$ cat src/rtl/gid_pkg.sv
package gid_pkg;
  localparam int TGT_W = 3;
  localparam int DET_FW = 2;

  typedef struct packed {
    logic [TGT_W-1:0]  target;
    logic [DET_FW-1:0] detect;
    logic              polarity;
    logic              raw_en;
    logic              enable;
  } gid_cfg_t;

  localparam int CFG_W = $bits(gid_cfg_t);

  typedef enum logic [1:0] {
    SEL_CFG  = 2'd0,
    SEL_STAT = 2'd1,
    SEL_LVL  = 2'd2,
    SEL_RSVD = 2'd3
  } gid_sel_e;
endpackage

$ cat src/rtl/gid_sync.sv
module gid_sync #(
  parameter int N = 8
) (
  input  logic         clk,
  input  logic         rst,
  input  logic [N-1:0] pad,
  output logic [N-1:0] lvl,
  output logic [N-1:0] prev
);
  logic [N-1:0] meta;

  always_ff @(posedge clk) begin
    if (rst) begin
      meta <= '0;
      lvl  <= '0;
      prev <= '0;
    end else begin
      meta <= pad;
      lvl  <= meta;
      prev <= lvl;
    end
  end
endmodule

$ cat src/rtl/gid_pin.sv
module gid_pin
  import gid_pkg::*;
#(
  parameter int DET_W    = 2,
  parameter bit ACK_HIGH = 1'b1
) (
  input  logic     clk,
  input  logic     rst,
  input  logic     cfg_we,
  input  logic     stat_we,
  input  logic     stat_wbit,
  input  gid_cfg_t cfg_wdata,
  input  logic     lvl,
  input  logic     prev,
  output gid_cfg_t cfg,
  output logic     status,
  output logic     hit,
  output logic     clr
);
  logic     rise, fall, lvl_hit, sense;
  gid_cfg_t cfg_next;

  assign rise    = lvl & ~prev;
  assign fall    = ~lvl & prev;
  assign lvl_hit = (lvl == cfg.polarity);

  generate
    if (DET_W == 2) begin : g_det2
      always_comb begin
        unique case (cfg.detect)
          2'd0:    sense = lvl_hit;
          2'd1:    sense = rise;
          2'd2:    sense = fall;
          default: sense = rise | fall;
        endcase
      end
    end else begin : g_det1
      always_comb begin
        if (cfg.detect[0]) sense = cfg.polarity ? rise : fall;
        else               sense = lvl_hit;
      end
    end
  endgenerate

  always_comb begin
    cfg_next = cfg_wdata;
    if (DET_W == 1) cfg_next.detect[1] = 1'b0;
  end

  assign hit = cfg.raw_en & sense;
  assign clr = stat_we & (stat_wbit == ACK_HIGH);

  always_ff @(posedge clk) begin
    if (rst) begin
      cfg    <= '0;
      status <= 1'b0;
    end else begin
      if (cfg_we) cfg <= cfg_next;
      if (hit)      status <= 1'b1;
      else if (clr) status <= 1'b0;
    end
  end
endmodule

$ cat src/rtl/gid_route.sv
module gid_route #(
  parameter int N     = 8,
  parameter int TGT_W = 3,
  parameter int T     = 7
) (
  input  logic             clk,
  input  logic             rst,
  input  logic [N-1:0]     stat,
  input  logic [N-1:0]     en,
  input  logic [N*TGT_W-1:0] tgt,
  output logic [T-1:0]     irq
);
  logic [T-1:0] irq_n;

  always_comb begin
    irq_n = '0;
    for (int t = 0; t < T; t++) begin
      for (int p = 0; p < N; p++) begin
        if (tgt[p*TGT_W +: TGT_W] == TGT_W'(t + 1) && stat[p] && en[p])
          irq_n[t] = 1'b1;
      end
    end
  end

  always_ff @(posedge clk) begin
    if (rst) irq <= '0;
    else     irq <= irq_n;
  end
endmodule

$ cat src/rtl/gpio_irq_detect.sv
module gpio_irq_detect
  import gid_pkg::*;
#(
  parameter int NUM_PINS = 8,
  parameter int DET_W    = 2,
  parameter bit ACK_HIGH = 1'b1,
  localparam int PIN_W   = (NUM_PINS > 1) ? $clog2(NUM_PINS) : 1,
  localparam int ADDR_W  = PIN_W + 2,
  localparam int TGT_CNT = (1 << TGT_W) - 1
) (
  input  logic                clk,
  input  logic                rst,
  input  logic [NUM_PINS-1:0] pad_in,
  input  logic                bus_we,
  input  logic [ADDR_W-1:0]   bus_addr,
  input  logic [CFG_W-1:0]    bus_wdata,
  output logic [CFG_W-1:0]    bus_rdata,
  output logic [TGT_CNT-1:0]  irq_out
);
  logic [NUM_PINS-1:0]       lvl_vec, prev_vec;
  logic [NUM_PINS-1:0]       stat_vec, en_vec, raw_vec, hit_vec, clr_vec;
  logic [NUM_PINS*TGT_W-1:0] tgt_flat;
  gid_cfg_t                  cfg_a [NUM_PINS];
  logic [PIN_W-1:0]          pin_sel;
  gid_sel_e                  reg_sel;
  logic                      pin_ok;

  assign pin_sel = bus_addr[ADDR_W-1:2];
  assign reg_sel = gid_sel_e'(bus_addr[1:0]);
  assign pin_ok  = (int'(pin_sel) < NUM_PINS);

  gid_sync #(.N(NUM_PINS)) u_sync (
    .clk (clk),
    .rst (rst),
    .pad (pad_in),
    .lvl (lvl_vec),
    .prev(prev_vec)
  );

  generate
    for (genvar i = 0; i < NUM_PINS; i++) begin : g_pin
      logic cfg_we_i, stat_we_i;
      assign cfg_we_i  = bus_we && reg_sel == SEL_CFG  && pin_sel == PIN_W'(i);
      assign stat_we_i = bus_we && reg_sel == SEL_STAT && pin_sel == PIN_W'(i);

      gid_pin #(.DET_W(DET_W), .ACK_HIGH(ACK_HIGH)) u_pin (
        .clk      (clk),
        .rst      (rst),
        .cfg_we   (cfg_we_i),
        .stat_we  (stat_we_i),
        .stat_wbit(bus_wdata[0]),
        .cfg_wdata(gid_cfg_t'(bus_wdata)),
        .lvl      (lvl_vec[i]),
        .prev     (prev_vec[i]),
        .cfg      (cfg_a[i]),
        .status   (stat_vec[i]),
        .hit      (hit_vec[i]),
        .clr      (clr_vec[i])
      );

      assign en_vec[i]                   = cfg_a[i].enable;
      assign raw_vec[i]                  = cfg_a[i].raw_en;
      assign tgt_flat[i*TGT_W +: TGT_W]  = cfg_a[i].target;
    end
  endgenerate

  gid_route #(.N(NUM_PINS), .TGT_W(TGT_W), .T(TGT_CNT)) u_route (
    .clk (clk),
    .rst (rst),
    .stat(stat_vec),
    .en  (en_vec),
    .tgt (tgt_flat),
    .irq (irq_out)
  );

  always_ff @(posedge clk) begin
    if (rst) begin
      bus_rdata <= '0;
    end else if (!pin_ok) begin
      bus_rdata <= '0;
    end else begin
      unique case (reg_sel)
        SEL_CFG:  bus_rdata <= cfg_a[pin_sel];
        SEL_STAT: bus_rdata <= {{(CFG_W-1){1'b0}}, stat_vec[pin_sel]};
        SEL_LVL:  bus_rdata <= {{(CFG_W-1){1'b0}}, lvl_vec[pin_sel]};
        default:  bus_rdata <= '0;
      endcase
    end
  end
endmodule

$ cat config.mk
export PLATFORM = sky130hd
export DESIGN_NAME = gpio_irq_detect
export DESIGN_NICKNAME = d
export VERILOG_FILES = /design/src/rtl/gid_pkg.sv /design/src/rtl/gid_sync.sv /design/src/rtl/gid_pin.sv /design/src/rtl/gid_route.sv /design/src/rtl/gpio_irq_detect.sv
export SDC_FILE = /design/constraint.sdc
export NUM_CORES = 1
export LEC_CHECK = 0
export BUFFER_PORTS_ARGS = -buffer_cell sky130_fd_sc_hd__buf_2
export CAP_MARGIN = 0
export CORE_MARGIN = 5
export CORE_UTILIZATION = 29
export CTS_CLUSTER_DIAMETER = 40
export DETAILED_ROUTE_END_ITERATION = 8
export PLACE_DENSITY = 0.53
export SETUP_SLACK_MARGIN = 0.15
export SLEW_MARGIN = 15
export SYNTH_ARGS = -nofsm -noshare
export SYNTH_HDL_FRONTEND = slang
export SYNTH_SLANG_ARGS = --single-unit
$ cat constraint.sdc
create_clock -name clk -period 2 [get_ports clk]
set_input_delay 0.1 -clock clk [delete_from_list [all_inputs] [get_ports clk]]
set_output_delay 0.1 -clock clk [all_outputs]
set_load 0.005 [all_outputs]
=== After elaboration in Yosys (flattened, before gate mapping) ===
Index checks and enable logic that the tools add are counted.

* Register bits after elaboration: 111
* Word-level logic and storage cells: 437

* $lt $le $gt $ge: 2
* Eq/ne operators: 89
* Multiplexer cells: 88
* Bitwise operators: 57
* Reduce and logical (&&, ||, !) cells: 148

{| class="wikitable"
|+ Operator list
! operator !! number
|-
| 1-bit logical AND || 130
|-
| 3-bit equality test (second input constant) || 36
|-
| 1-bit two-way mux || 74
|-
| 3-bit by 2-bit equality test with 1-bit output (second input constant) || 18
|-
| 1-bit AND || 32
|-
| 3-bit by 1-bit equality test with 1-bit output (second input constant) || 9
|-
| 8-bit binary-select mux with 3-bit select || 1
|-
| 1-bit one-hot mux with 3 select lines || 8
|-
| 8-bit one-hot mux with 3 select lines || 1
|-
| 2-bit by 1-bit equality test with 1-bit output (second input constant) || 9
|-
| 2-bit equality test (second input constant) || 9
|-
| 2-bit logical NOT || 9
|-
| 8-bit two-way mux || 2
|-
| 1-bit inverter || 16
|-
| 2-bit nonzero test || 8
|-
| 1-bit equality test || 8
|-
| 1-bit OR || 8
|-
| 1-bit binary-select mux with 3-bit select || 2
|-
| 4-bit greater-or-equal comparator (second input constant) || 1
|-
| 3-bit by 4-bit < comparator with 1-bit output (second input constant) || 1
|-
| 3-bit inverter with 4-bit output || 1
|-
| 3-bit logical NOT || 1
|}

=== Logic depth before layout (Yosys ltp) ===
* Word-level depth: 11
* Gate-level depth with buffers: 7
* Depth with buffers taken out: 6

=== Hierarchy ===
From an unflattened synthesis, not the netlist that was laid out.

* Cell total of the unflattened synthesis: 575
* Area, all modules: 5,602.9 µm²

{| class="wikitable"
|+ By module, submodules not included
! module !! times used !! cells an instance !! area each (µm²)
|-
| gid_pin || 8 || 42 || 402.9
|-
| gpio_irq_detect || 1 || 90 || 974.7
|-
| gid_route || 1 || 99 || 711.9
|-
| gid_sync || 1 || 50 || 693.2
|}

=== Worst setup path after synthesis ===
No wires, ideal clock.

* Path kind: register to register
* Start point: register u_sync.prev[4]
* End point: register g_pin[4].u_pin.status
* Library setup time: 0.128 ns
* Arrival: 1.255 ns
* Setup slack: 0.618 ns
* Cell stages (with the launch flop): 7
* Buffers on the path: 0
* Cells stage by stage: dfxtp_1 -> inv_1 -> ha_1 -> inv_1 -> mux4_2 -> a22oi_1 -> nor2_1

* Cells in the longest elaborated chain, start to end: 6

{| class="wikitable"
|+ Ends and longest elaborated chain
! element !! RTL line !! source
|-
| start, declared || gid_sync.sv:8 || <nowiki>output logic [N-1:0] prev</nowiki>
|-
| start signal, assigned || gid_sync.sv:20 || <nowiki>prev <= lvl;</nowiki>
|-
| 1-bit inverter || gid_pin.sv:23 || <nowiki>assign rise = lvl & ~prev;</nowiki>
|-
| 1-bit AND || gid_pin.sv:23 ||
|-
| 1-bit OR || gid_pin.sv:34 || <nowiki>default: sense = rise | fall;</nowiki>
|-
| 1-bit one-hot mux with 3 select lines * || gid_pin.sv:30 || <nowiki>unique case (cfg.detect)</nowiki>
|-
| 1-bit AND * || gid_pin.sv:50 || <nowiki>assign hit = cfg.raw_en & sense;</nowiki>
|-
| 1-bit two-way mux / 2-bit nonzero test (equally long branches) || -- ||
|-
| end signal, assigned || gid_pin.sv:56 || <nowiki>status <= 1'b0;</nowiki>
|-
| end signal, assigned || gid_pin.sv:59 || <nowiki>if (hit) status <= 1'b1;</nowiki>
|-
| end signal, assigned || gid_pin.sv:60 || <nowiki>else if (clr) status <= 1'b0;</nowiki>
|-
| end, declared || gid_pin.sv:16 || <nowiki>output logic status,</nowiki>
|}

Every way passes the cells marked *; elsewhere a longest branch is shown, timed or not.
A chain may end at the register's enable or synchronous reset.

=== Worst setup path in the final report ===
Ends and elaborated chain as after synthesis.

==> results.yml <==
status:
  run_status: "finished clean"
logic_synthesis:
  synth-edff-count: 0
  synth_common_cells: "111 x dfxtp_1, 95 x nand2_1, 67 x a21oi_1"
  muxShareOfSynthArea_pct: 14.5
  yosysMostFrequentCell: "dfxtp_1"
  seq_area_frac_synth_pct: 41.2
  synth-seq-cells: 111
  ys_types: 37
  syn-num-nets: 656
  syn_inst: 616
  async_flop_share_pct: 0
  synth-simple-area-share_pct: 24.2
  synthAdderAreaFrac_pct: 3.71
  netlist_top_cells_area: "dfxtp_1 41%, mux4_2 10%, nand2_1 6.6%, a21oi_1 6.2%, nand3_1 5.7%"
  synth_top_family_by_area: "simple AND/OR/NAND/NOR gates"
  synth_area_leader_cell: "dfxtp_1"
  synth_warnings: 0
  synth_compound_area_share_pct: 9.90
  synth-main-ff-cell: "dfxtp_1"
  postSynthAreaPerCell_um2: 8.76
  synth_top_area_share_pct: 41.2
  synthesis.area_um2: 5400
  synth-xor-area-share_pct: 1.30
worst_setup_path:
  critical_path_class: "reg -> reg"
  cp-start-kind: "flip-flop"
  crit_required_ns: 2.24
  crit_start: "u_sync.prev[4]"
  critPathCaptureType: "flip-flop"
  crit_fanout: 2
  cp_data_arrival_time_ns: 1.72
  r2r_start: "u_sync.prev[4]"
route:
  drtIter0Drc: 512
  drtPass1Iterations: 5
  drc: 0
  ant_nets: 0
  wl_per_cell_um: 18.2
  viasPerCell: 5.36
  vias: 4724
  routed_wl_mm: 16.0
floorplan:
  die_x_um: 146
  die_area_um2: 21400
  start_util_pct: 29.7
  fp-row-count: 49
  core_region_area_um2: 18100
  ios: 39
  fp.dieH_um: 146
timing:
  worst_pin_slew_ns: 0.630
  finalSetupTns_ns: 0
  finalSetupViolations: 0
  hold_viol: 0
  timing.hold.ws_ns: 0.0896
  max_slew_margin_pct: 58.0
  timing.final.max_slew_violations: 0
  fin_ws_ns: 0.519
  max_freq_mhz: 675
  fin_worst_skew_ns: 0.00922
  finalCriticalPeriod_ns: 1.48
  grt_setup_unrepaired: "no"
  period_share_pct: 74.0
grt:
  grt_pass1_wl_mm: 25.4
  met3_usage_pct: 3.19
  top_usage_layer: "met2"
  use_met2_pct: 23.2
  grt_util_met1_pct: 20.3
  grt_max_degree: 54
  grt_overflow: 0
  track_usage_pct: 15.0
  grt_antenna_before_repair: 0
  grt_pass1_vias: 4570
placement:
  dpl_cell_area_um2: 5830
  dp_hpwl_mm: 12.0
  dp_slack_ns: 0.323
  gp_congestion: 0.884
  io_buffers: 38
  dp_cells: 857
final_layout:
  multi_input_area_um2: 2910
  fillCellCount: 1919
  fin_nets: 687
  fin_cells: 881
  area_growth_pct: 14.9
  drive_above_1_share_pct: 15.0
  seqCellArea_um2: 2220
  fin_area_um2: 6200
  antenna_cells: 0
  post-route-util_pct: 34.2
worst_hold_path:
  min_from: "bus_wdata[1]"
  hold_path_class: "in -> reg"
cts:
  post-cts-setup-buffers: 0
  clock_latency_ns: 0.36
  cts_buffers: 9
  cts_sinks: 111
  clkTransAtPathRegs_ns: 0.08
  clockBufferDepth: 2
  cts_root_buf: "clkbuf_16"
  cts.repair.resized: 0
  h-tree-depth: 3
  cts_hold_buffers: 8
  cts_tree: "yes"
power:
  ir_drop_uv: 465
  power.total_mw: 4.36
  powerDensity_nw_per_um2: 703
  leakage_nw: 2.07
job:
  drv_cap: 0
[layout make-up]
| cell class | instances | share of cell area [%] |
|---|---|---|
| multi-input combinational | 436 | 46.8 |
| clock inverter | 7 | 1.05 |
| tap | 229 | 4.62 |
| clock buffer | 9 | 3.63 |
| inverter | 26 | 1.57 |
| timing repair buffer | 63 | 6.46 |
| sequential | 111 | 35.8 |
[worst max-delay path, stage by stage, from the launching register on]
cell and delay, ns:
dfxtp_1 0.34, inv_1 0.05, ha_1 0.27, inv_1 0.03, mux4_2 0.47, a22oi_1 0.16
nor2_1 0.05
[registers in the layout (all words and copies together), names as in the netlist]
signal and count:
u_sync.prev 8, g_pin.u_pin.cfg 64, u_sync.meta 8, bus_rdata 8, g_pin.u_pin.status 8, u_route.irq 7
u_sync.lvl 8
[logic make-up (layout without fill, tap and decap cells)]
kind of cell,after synthesis,in the layout
AO/OA/AOI/OAI,97,97
XOR/XNOR,8,8
adder cells (fa/ha/maj),16,16
buffers and inverters,69,105
flip-flops,111,111
multiplexers,48,48
AND/OR/NAND/NOR,267,267
[routing by layer]
layer / share of wire [%] / routed length [um]
met1: 45 / 7250
met2: 46 / 7290
met3: 6.1 / 974
met4: 3.2 / 507
met5: 0 / 0
[cell usage in the layout (no fill, tap or decap), types with 2 or more instances in the layout]
master         instances
nand3b_1               8
nor4_1                 6
nor3_1                21
buf_2                 37
a22oi_1                3
buf_4                 18
ha_1                  16
nand2_1               95
dfxtp_1              111
clkbuf_16              9
o22ai_1               14
nand2b_1              11
nand3_1               61
o21ai_0                6
mux4_2                24
nand4b_1               2
mux2i_1               24
o32ai_1                3
nor2b_1               21
xnor2_1                8
nor2_1                31
nor4b_1                5
inv_6                  2
clkinvlp_4             2
inv_1                 25
a21oi_1               67
dlygate4sd3_1          8
[worst paths after layout]
| kind | end | slack [ns] | cells after the start |
|---|---|---|---|
| worst max-delay path | g_pin[4].u_pin.status | 0.52 | 6 |
| worst min-delay path | g_pin[0].u_pin.cfg[1] | 0.09 | 3 |
| worst max register to register | g_pin[4].u_pin.status | 0.52 | 6 |
| worst min register to register | u_sync.lvl[5] | 0.44 | 1 |
[where the power goes]
group	total, mW	switching [mW]	internal (mW)
Combinational	0.313	0.189	0.124
Sequential	2.27	0.0292	2.24
Clock	1.78	0.908	0.873
Total	4.36	1.13	3.24
Power figures use the tool's default switching activity.
